===== config.mk =====
export PLATFORM = sky130hd
export DESIGN_NAME = svm7_sequencer
export DESIGN_NICKNAME = d
export VERILOG_FILES = /design/src/rtl/svm7_pkg.sv /design/src/rtl/svm7_sector_map.sv /design/src/rtl/svm7_dwell_plan.sv /design/src/rtl/svm7_seg_select.sv /design/src/rtl/svm7_sequencer.sv
export SDC_FILE = /design/constraint.sdc
export NUM_CORES = 1
export LEC_CHECK = 0
export ABC_AREA = 1
export BUFFER_PORTS_ARGS = -buffer_cell sky130_fd_sc_hd__buf_2
export CAP_MARGIN = 20
export CORE_MARGIN = 3
export CORE_UTILIZATION = 35
export CTS_CLUSTER_SIZE = 30
export DETAILED_ROUTE_END_ITERATION = 10
export GPL_ROUTABILITY_DRIVEN = 0
export GPL_TIMING_DRIVEN = 0
export PLACE_DENSITY = 0.6
export SYNTH_ARGS = -nofsm -noshare
export SYNTH_HDL_FRONTEND = slang
export SYNTH_SLANG_ARGS = --single-unit

===== constraint.sdc =====
create_clock -name clk -period 10.6 [get_ports clk]
set_input_delay 1.59 -clock clk [delete_from_list [all_inputs] [get_ports clk]]
set_output_delay 1.59 -clock clk [all_outputs]
set_load 0.01 [all_outputs]

===== src/rtl/svm7_pkg.sv =====
package svm7_pkg;

  typedef logic [2:0] vec_t;

  localparam vec_t VEC_ALL_LOW  = 3'b000;
  localparam vec_t VEC_ALL_HIGH = 3'b111;

  typedef enum logic [2:0] {
    SEG_ZERO_OPEN  = 3'd0,
    SEG_ACT1_RISE  = 3'd1,
    SEG_ACT2_RISE  = 3'd2,
    SEG_ZERO_MID   = 3'd3,
    SEG_ACT2_FALL  = 3'd4,
    SEG_ACT1_FALL  = 3'd5,
    SEG_ZERO_CLOSE = 3'd6
  } seg_t;

  // Active vectors around the hexagon, in order of increasing angle.
  function automatic vec_t ring_vec(input logic [2:0] idx);
    case (idx)
      3'd0:    ring_vec = 3'b100;
      3'd1:    ring_vec = 3'b110;
      3'd2:    ring_vec = 3'b010;
      3'd3:    ring_vec = 3'b011;
      3'd4:    ring_vec = 3'b001;
      3'd5:    ring_vec = 3'b101;
      default: ring_vec = 3'b000;
    endcase
  endfunction

endpackage


===== src/rtl/svm7_sector_map.sv =====
module svm7_sector_map
  import svm7_pkg::*;
(
  input  logic [2:0] sector,
  output logic       valid,
  output vec_t       act_first,
  output vec_t       act_second
);

  logic [2:0] idx_lo;
  logic [2:0] idx_hi;

  always_comb begin
    valid      = (sector != 3'd0) && (sector != 3'd7);
    idx_lo     = sector - 3'd1;
    idx_hi     = (sector == 3'd6) ? 3'd0 : sector;
    act_first  = ring_vec(idx_lo);
    act_second = ring_vec(idx_hi);
  end

endmodule


===== src/rtl/svm7_dwell_plan.sv =====
module svm7_dwell_plan #(
  parameter int CW = 12
) (
  input  logic [CW-1:0] dwell1,
  input  logic [CW-1:0] dwell2,
  input  logic [CW-1:0] half_len,
  output logic [CW-1:0] th_a,
  output logic [CW-1:0] th_b,
  output logic [CW-1:0] th_c
);

  logic [CW-1:0] d1_fit;
  logic [CW-1:0] room;
  logic [CW-1:0] d2_fit;
  logic [CW-1:0] zero_all;

  always_comb begin
    d1_fit   = (dwell1 > half_len) ? half_len : dwell1;
    room     = half_len - d1_fit;
    d2_fit   = (dwell2 > room) ? room : dwell2;
    zero_all = room - d2_fit;
    th_a     = zero_all >> 1;
    th_b     = th_a + d1_fit;
    th_c     = th_b + d2_fit;
  end

endmodule


===== src/rtl/svm7_seg_select.sv =====
module svm7_seg_select
  import svm7_pkg::*;
#(
  parameter int CW = 12
) (
  input  logic          clk,
  input  logic          rst,
  input  logic [CW-1:0] cnt_q,
  input  logic          slope_down,
  input  logic [CW-1:0] th_a,
  input  logic [CW-1:0] th_b,
  input  logic [CW-1:0] th_c,
  input  vec_t          act_first,
  input  vec_t          act_second,
  output logic [2:0]    legs,
  output logic [2:0]    seg
);

  seg_t seg_n;
  vec_t vec_n;

  always_comb begin
    if (cnt_q < th_a)
      seg_n = slope_down ? SEG_ZERO_CLOSE : SEG_ZERO_OPEN;
    else if (cnt_q < th_b)
      seg_n = slope_down ? SEG_ACT1_FALL : SEG_ACT1_RISE;
    else if (cnt_q < th_c)
      seg_n = slope_down ? SEG_ACT2_FALL : SEG_ACT2_RISE;
    else
      seg_n = SEG_ZERO_MID;

    case (seg_n)
      SEG_ACT1_RISE, SEG_ACT1_FALL: vec_n = act_first;
      SEG_ACT2_RISE, SEG_ACT2_FALL: vec_n = act_second;
      SEG_ZERO_MID:                 vec_n = VEC_ALL_HIGH;
      default:                      vec_n = VEC_ALL_LOW;
    endcase
  end

  for (genvar g = 0; g < 3; g++) begin : g_leg
    always_ff @(posedge clk) begin
      if (rst) legs[g] <= 1'b0;
      else     legs[g] <= vec_n[g];
    end
  end

  always_ff @(posedge clk) begin
    if (rst) seg <= 3'd0;
    else     seg <= seg_n;
  end

endmodule


===== src/rtl/svm7_sequencer.sv =====
module svm7_sequencer
  import svm7_pkg::*;
#(
  parameter int CW = 12
) (
  input  logic          clk,
  input  logic          rst,
  input  logic [2:0]    sector_in,
  input  logic [CW-1:0] dwell1,
  input  logic [CW-1:0] dwell2,
  input  logic [CW-1:0] half_len,
  input  logic [CW-1:0] carrier,
  output logic          leg_a,
  output logic          leg_b,
  output logic          leg_c,
  output logic [2:0]    seg_idx
);

  localparam logic [CW-1:0] CNT_ZERO = '0;

  logic [CW-1:0] pa, pb, pc;
  logic          sec_ok;
  vec_t          pv1, pv2;

  logic [CW-1:0] cnt_q;
  logic          down_q;
  logic [CW-1:0] la, lb, lc;
  vec_t          lv1, lv2;
  logic [2:0]    legs;

  svm7_dwell_plan #(.CW(CW)) u_plan (
    .dwell1   (dwell1),
    .dwell2   (dwell2),
    .half_len (half_len),
    .th_a     (pa),
    .th_b     (pb),
    .th_c     (pc)
  );

  svm7_sector_map u_map (
    .sector     (sector_in),
    .valid      (sec_ok),
    .act_first  (pv1),
    .act_second (pv2)
  );

  // Stage 1: carrier sample, slope tracking, period-boundary capture.
  always_ff @(posedge clk) begin
    if (rst) begin
      cnt_q  <= CNT_ZERO;
      down_q <= 1'b0;
      la     <= CNT_ZERO;
      lb     <= CNT_ZERO;
      lc     <= CNT_ZERO;
      lv1    <= 3'b100;
      lv2    <= 3'b110;
    end else begin
      cnt_q <= carrier;
      if (carrier > cnt_q)      down_q <= 1'b0;
      else if (carrier < cnt_q) down_q <= 1'b1;
      if (carrier == CNT_ZERO) begin
        la <= pa;
        lb <= pb;
        lc <= pc;
        if (sec_ok) begin
          lv1 <= pv1;
          lv2 <= pv2;
        end
      end
    end
  end

  // Stage 2: segment decode and registered switch states.
  svm7_seg_select #(.CW(CW)) u_sel (
    .clk        (clk),
    .rst        (rst),
    .cnt_q      (cnt_q),
    .slope_down (down_q),
    .th_a       (la),
    .th_b       (lb),
    .th_c       (lc),
    .act_first  (lv1),
    .act_second (lv2),
    .legs       (legs),
    .seg        (seg_idx)
  );

  assign leg_a = legs[2];
  assign leg_b = legs[1];
  assign leg_c = legs[0];

endmodule


Word-level counts from Yosys, hierarchy flattened
Index checks and enable logic that the tools add are counted.
{"block": "totals", "register_bits": 60, "word_cells": 61, "in_bits": 53}
{"block": "op_classes", "magnitude_cmp": 7, "n_eq_ne": 17, "addsub": 5, "n_mux": 12, "reduce_logical": 9}
{"op": "$gt A12 B12 Y1", "count": 3}
{"op": "$lt A12 B12 Y1", "count": 3}
{"op": "$pmux W3 S6", "count": 2}
{"op": "$mux W12", "count": 2}
{"op": "$sub A12 B12 Y12", "count": 2}
{"op": "$eq A3 B3 Y1 const B", "count": 7}
{"op": "$mux W3", "count": 7}
{"op": "$eq A3 B2 Y1 const B", "count": 6}
{"op": "$add A11 B12 Y12", "count": 1}
{"op": "$add A12 B12 Y12", "count": 1}
{"op": "$logic_not A12 Y1", "count": 1}
{"op": "$lt A12 B11 Y1", "count": 1}
{"op": "$eq A3 B1 Y1 const B", "count": 3}
{"op": "$pmux W3 S3", "count": 1}
{"op": "$logic_not A3 Y1", "count": 2}
{"op": "$reduce_or A2 Y1", "count": 3}
{"op": "$ne A3 B3 Y1 const B", "count": 1}
{"op": "$reduce_bool A3 Y1", "count": 1}
{"op": "$sub A3 B1 Y3 const B", "count": 1}
{"op": "$reduce_and A2 Y1", "count": 1}
{"op": "$logic_and A1 B1 Y1", "count": 1}

Logic depth before layout (Yosys ltp)
{"block": "depth", "depth_word": 8, "depth_mapped": 70, "depth_no_buf": 68}

Modules after synthesis
From an unflattened synthesis, not the netlist that was laid out.
{"block": "hier_totals", "cells_unflattened": 1018, "hier_area_um2": 6682.7}
{"mod": "svm7_dwell_plan", "area_per_inst_um2": 3136.8, "seq_area_each_um2": 0.0, "cells_each": 522, "n_inst": 1}
{"mod": "svm7_sequencer", "area_per_inst_um2": 2240.9, "seq_area_each_um2": 1101.1, "cells_each": 292, "n_inst": 1}
{"mod": "svm7_seg_select", "area_per_inst_um2": 1193.6, "seq_area_each_um2": 120.1, "cells_each": 181, "n_inst": 1}
{"mod": "svm7_sector_map", "area_per_inst_um2": 111.4, "seq_area_each_um2": 0.0, "cells_each": 23, "n_inst": 1}

Worst setup path before layout
Ideal clock, no wire load.
{"block": "synth_timing", "path_kind": "input -> register", "from": "in half_len[11]", "to": "reg lc[11]", "cell_stages": 56, "arrival_time_ns": 8.634, "t_required_ns": 10.483, "slack_ns": 1.849, "path_buffers": 3, "setup_ns": 0.117, "path_cell_list": "inv_1 -> ha_1 -> a21o_1 -> nor2_1 -> nand3_2 -> nand2_4 -> buf_6 -> clkbuf_1 -> nand2_1 -> o21ai_0 -> inv_1 -> ha_1 -> nand4_1 -> nand2_1 -> nor2_1 -> nand2_2 -> nand2_1 -> o21ai_0 -> [20 not listed] -> o21ai_1 -> a21oi_1 -> xor2_1 -> ha_1 -> nand2_1 -> o21ai_1 -> a21oi_1 -> o21bai_1 -> xor2_1 -> inv_1 -> ha_1 -> inv_1 -> nor3_1 -> nand3_1 -> nand3_1 -> nand2_1 -> nor2_1 -> nor2_1"}
{"block": "synth_via", "elab_chain_len": 8}
{"element": "start, declared", "line": "svm7_sequencer.sv:11", "source": "input logic [CW-1:0] half_len,"}
{"element": "$gt A12 B12 Y1", "line": "svm7_dwell_plan.sv:18", "source": "d1_fit = (dwell1 > half_len) ? half_len : dwell1;"}
{"element": "$mux W12", "line": "svm7_dwell_plan.sv:18"}
{"element": "$sub A12 B12 Y12 (*)", "line": "svm7_dwell_plan.sv:19", "source": "room = half_len - d1_fit;"}
{"element": "$gt A12 B12 Y1", "line": "svm7_dwell_plan.sv:20", "source": "d2_fit = (dwell2 > room) ? room : dwell2;"}
{"element": "$mux W12", "line": "svm7_dwell_plan.sv:20"}
{"element": "$sub A12 B12 Y12 (*)", "line": "svm7_dwell_plan.sv:21", "source": "zero_all = room - d2_fit;"}
{"element": "net pa[7]", "line": "svm7_sequencer.sv:21", "source": "logic [CW-1:0] pa, pb, pc;"}
{"element": "$add A11 B12 Y12 (*)", "line": "svm7_dwell_plan.sv:23", "source": "th_b = th_a + d1_fit;"}
{"element": "net pb[10]", "line": "svm7_sequencer.sv:21"}
{"element": "$add A12 B12 Y12 (*)", "line": "svm7_dwell_plan.sv:24", "source": "th_c = th_b + d2_fit;"}
{"element": "end signal, assigned", "line": "svm7_sequencer.sv:64", "source": "lc <= pc;"}
{"element": "end, declared", "line": "svm7_sequencer.sv:27", "source": "logic [CW-1:0] la, lb, lc;"}
The timed path passes the listed nets; every way through them passes the cells marked *.
A chain may end at the register's enable or synchronous reset.

Final worst setup path
Same ends and word-level chain as after synthesis.

==> impl_metrics.ini <==
[layout]
num-nets-final = 1177
final_cell_mix = inv_1 (201), nand2_1 (168), ha_1 (98), a21oi_1 (91), nor2_1 (64)
area_growth_pct = 14.9
antenna_cells = 0
fillerInstances = 1913
drive_above_1_share_pct = 12.4
stdcell_area_sq_um = 7150
multi_input_area_sq_um = 4170
seqCellArea_sq_um = 1200
final_common_cell = inv_1
utilization_pct = 41.2

[floorplan]
start_util_pct = 35.9
die_h_microns = 139
core_area_sq_um = 17400
dieArea_sq_um = 19400
io_pins = 59
row_count = 48
fp.dieW_microns = 139

[cts]
worst_skew_pair.late_latency_ns = 0.32
cts_hold_buf = 0
tritoncts = yes
cts_buffers = 9
cts_sinks = 60
htree_levels = 3
clockBufferDepth = 2
root_buffer = clkbuf_16
clkTransAtPathRegs_ns = 0.05

[timing]
fin_tns_setup_ns = 0
postLayoutSetupSlackWorst_ns = 1.01
fin_crit_sh_pct = 90.5
tightestPinTransition_ns = 0.541
rsz0062_at_grt = false
maxSlewHeadroom_pct = 64.0
clock_skew_ns = 0.00680
setup_viol = 0
period_needed_ns = 9.59
fmax_mhz = 104
final-hold-violation-count = 0
maxSlewViolCount = 0
whs_ns = 0.456

[synthesis]
synthSimpleGateAreaFrac_pct = 26.2
synth_edf_count = 0
synth_xor_area_share_pct = 3.88
netlist_area_sq_um = 6220
syn-num-nets = 1108
synth_fa_ha_area_share_pct = 19.7
syn_avg_cell_area_sq_um = 6.50
synth.top_cell.area_share_pct = 19.7
syn_inst = 957
yosysUniqueCellTypes = 43
yosysSeqAreaShare_pct = 19.3
synthMuxAreaShare_pct = 0
synth-seq-cells = 60
async_flop_share_pct = 0
ys_warn_count = 0
synth_top_family_by_area = simple AND/OR/NAND/NOR gates
synthTopCellsByArea = ha_1 (20%), dfxtp_1 (19%), inv_1 (12%)
synth_top_cell_by_area = ha_1
synth-compound-area-share_pct = 17.1
ys.flop_type = dfxtp_1

[routing]
drc = 0
first_pass_iters = 4
routed_wl_mm = 14.4
wl_per_cell_microns = 11.5
via_count = 5922
drt-initial-drc-count = 219
final_antenna_net_count = 0
avgViaCountPerCell = 4.71

[critical_path]
crit_required_ns = 10.81
path_max_fanout = 10
cp-end-kind = flop
worstSetupPathType = in2reg
critPathLaunchType = input port
max_stage_delay_ns = 0.39
critPathArrivalTime_ns = 9.81
crit_slowest_cell = ha_1

[power_and_ir_drop]
vdd_drop_max_v = 0.000194
p_leak_uw = 0.00384
power_density_nw_per_um2 = 325

[grt]
antenna_found_initial = 0
grt_max_degree = 11
gr-total-overflow = 0
grt_pass1_wl_mm = 24.5
grt_use_total_pct = 15.1
grt_pass1_vias = 5437

[run]
maxCapViolations = 0

[placed_design]
numPortBuffers = 58
place_ws_ns = 0.124
placed_area_sq_um = 6800
dpl.hpwl_mm = 12.5

[min_path]
hold_class = reg2reg

[run_status]
status = finished clean
[state kept, by name, indices dropped and copies added, names as in the netlist]
register	cells
cnt_q	12
down_q	1
la	11
lb	12
lc	12
lv1	3
lv2	3
u_sel.legs	3
u_sel.seg	3
[cell usage after synthesis, types with 13 or more instances]
library cell and instances:
inv_1 201, nand2_1 168, ha_1 98, a21oi_1 91, o21ai_0 65, nor2_1 64, dfxtp_1 60, nand3_1 49
xor2_1 17, nand4_1 16, clkbuf_1 15, nand3_2 13
[logic make-up (layout without fill, tap and decap cells)]
group | after synthesis | count (layout)
fa+ha+maj | 98 | 98
buf+inv | 227 | 301
simple gates | 351 | 351
flops | 60 | 60
compound gates | 195 | 195
xor+xnor | 26 | 26
[through the flow]
step / std cells / power (uW)
CTS: 1256 / 2330
global placement: 1240 / 1970
global route: 1256 / 2630
finish: 1256 / 2330
detailed placement: 1240 / 1990
floorplan: 957 / 1650
[final timing paths]
kind | end | slack [ns] | startpoint | cells after the start
hold / removal | la[0] | 0.46 | la[0] | 2
setup / recovery | lc[11] | 1.01 | half_len[11] | 57
hold reg to reg | la[0] | 0.46 | la[0] | 2
setup reg to reg | u_sel.legs[0] | 8.35 | cnt_q[1] | 15
[critical path: cells and delay by family]
| family | cells | cell delay [ns] |
|---|---|---|
| fa+ha+maj | 6 | 1.93 |
| buf+inv | 13 | 1.35 |
| xor+xnor | 3 | 0.72 |
| compound gates | 13 | 1.97 |
| simple gates | 22 | 2.23 |
[routing by layer]
| metal | wire, microns | part of all wire [%] | GRT usage (%) | vias to the layer above |
|---|---|---|---|---|
| met1 | 7390 | 51 | 20.4 | 2586 |
| li1 | - | - | - | 3243 |
| met3 | 531 | 3.7 | 2.37 | 4 |
| met4 | 78 | 0.54 | 2.78 | 0 |
| met5 | 0 | 0 | 0 | - |
| met2 | 6440 | 45 | 25.7 | 89 |
[area by class of cell]
class	instances	share of cell area, %
Inverter	209	11.0
Timing Repair Buffer	58	4.06
Clock buffer	12	3.73
Clock inverter	4	0.980
Buffer	18	1.14
Sequential cell	60	16.8
Multi-Input combinational cell	670	58.4
Tap cell	225	3.94
[where the power goes]
part,switching (uW),internal (uW),leakage (uW)
logic,1120,645,0.00319
registers,4.31,231,0.000488
clock network,97.3,224,0.000169
[what timing repair did]
action | in CTS | in global routing
setup endpoints to repair | 0 | 5
resized for setup | 0 | 9
setup buffers | 0 | 0
Power figures use the tool's default switching activity.
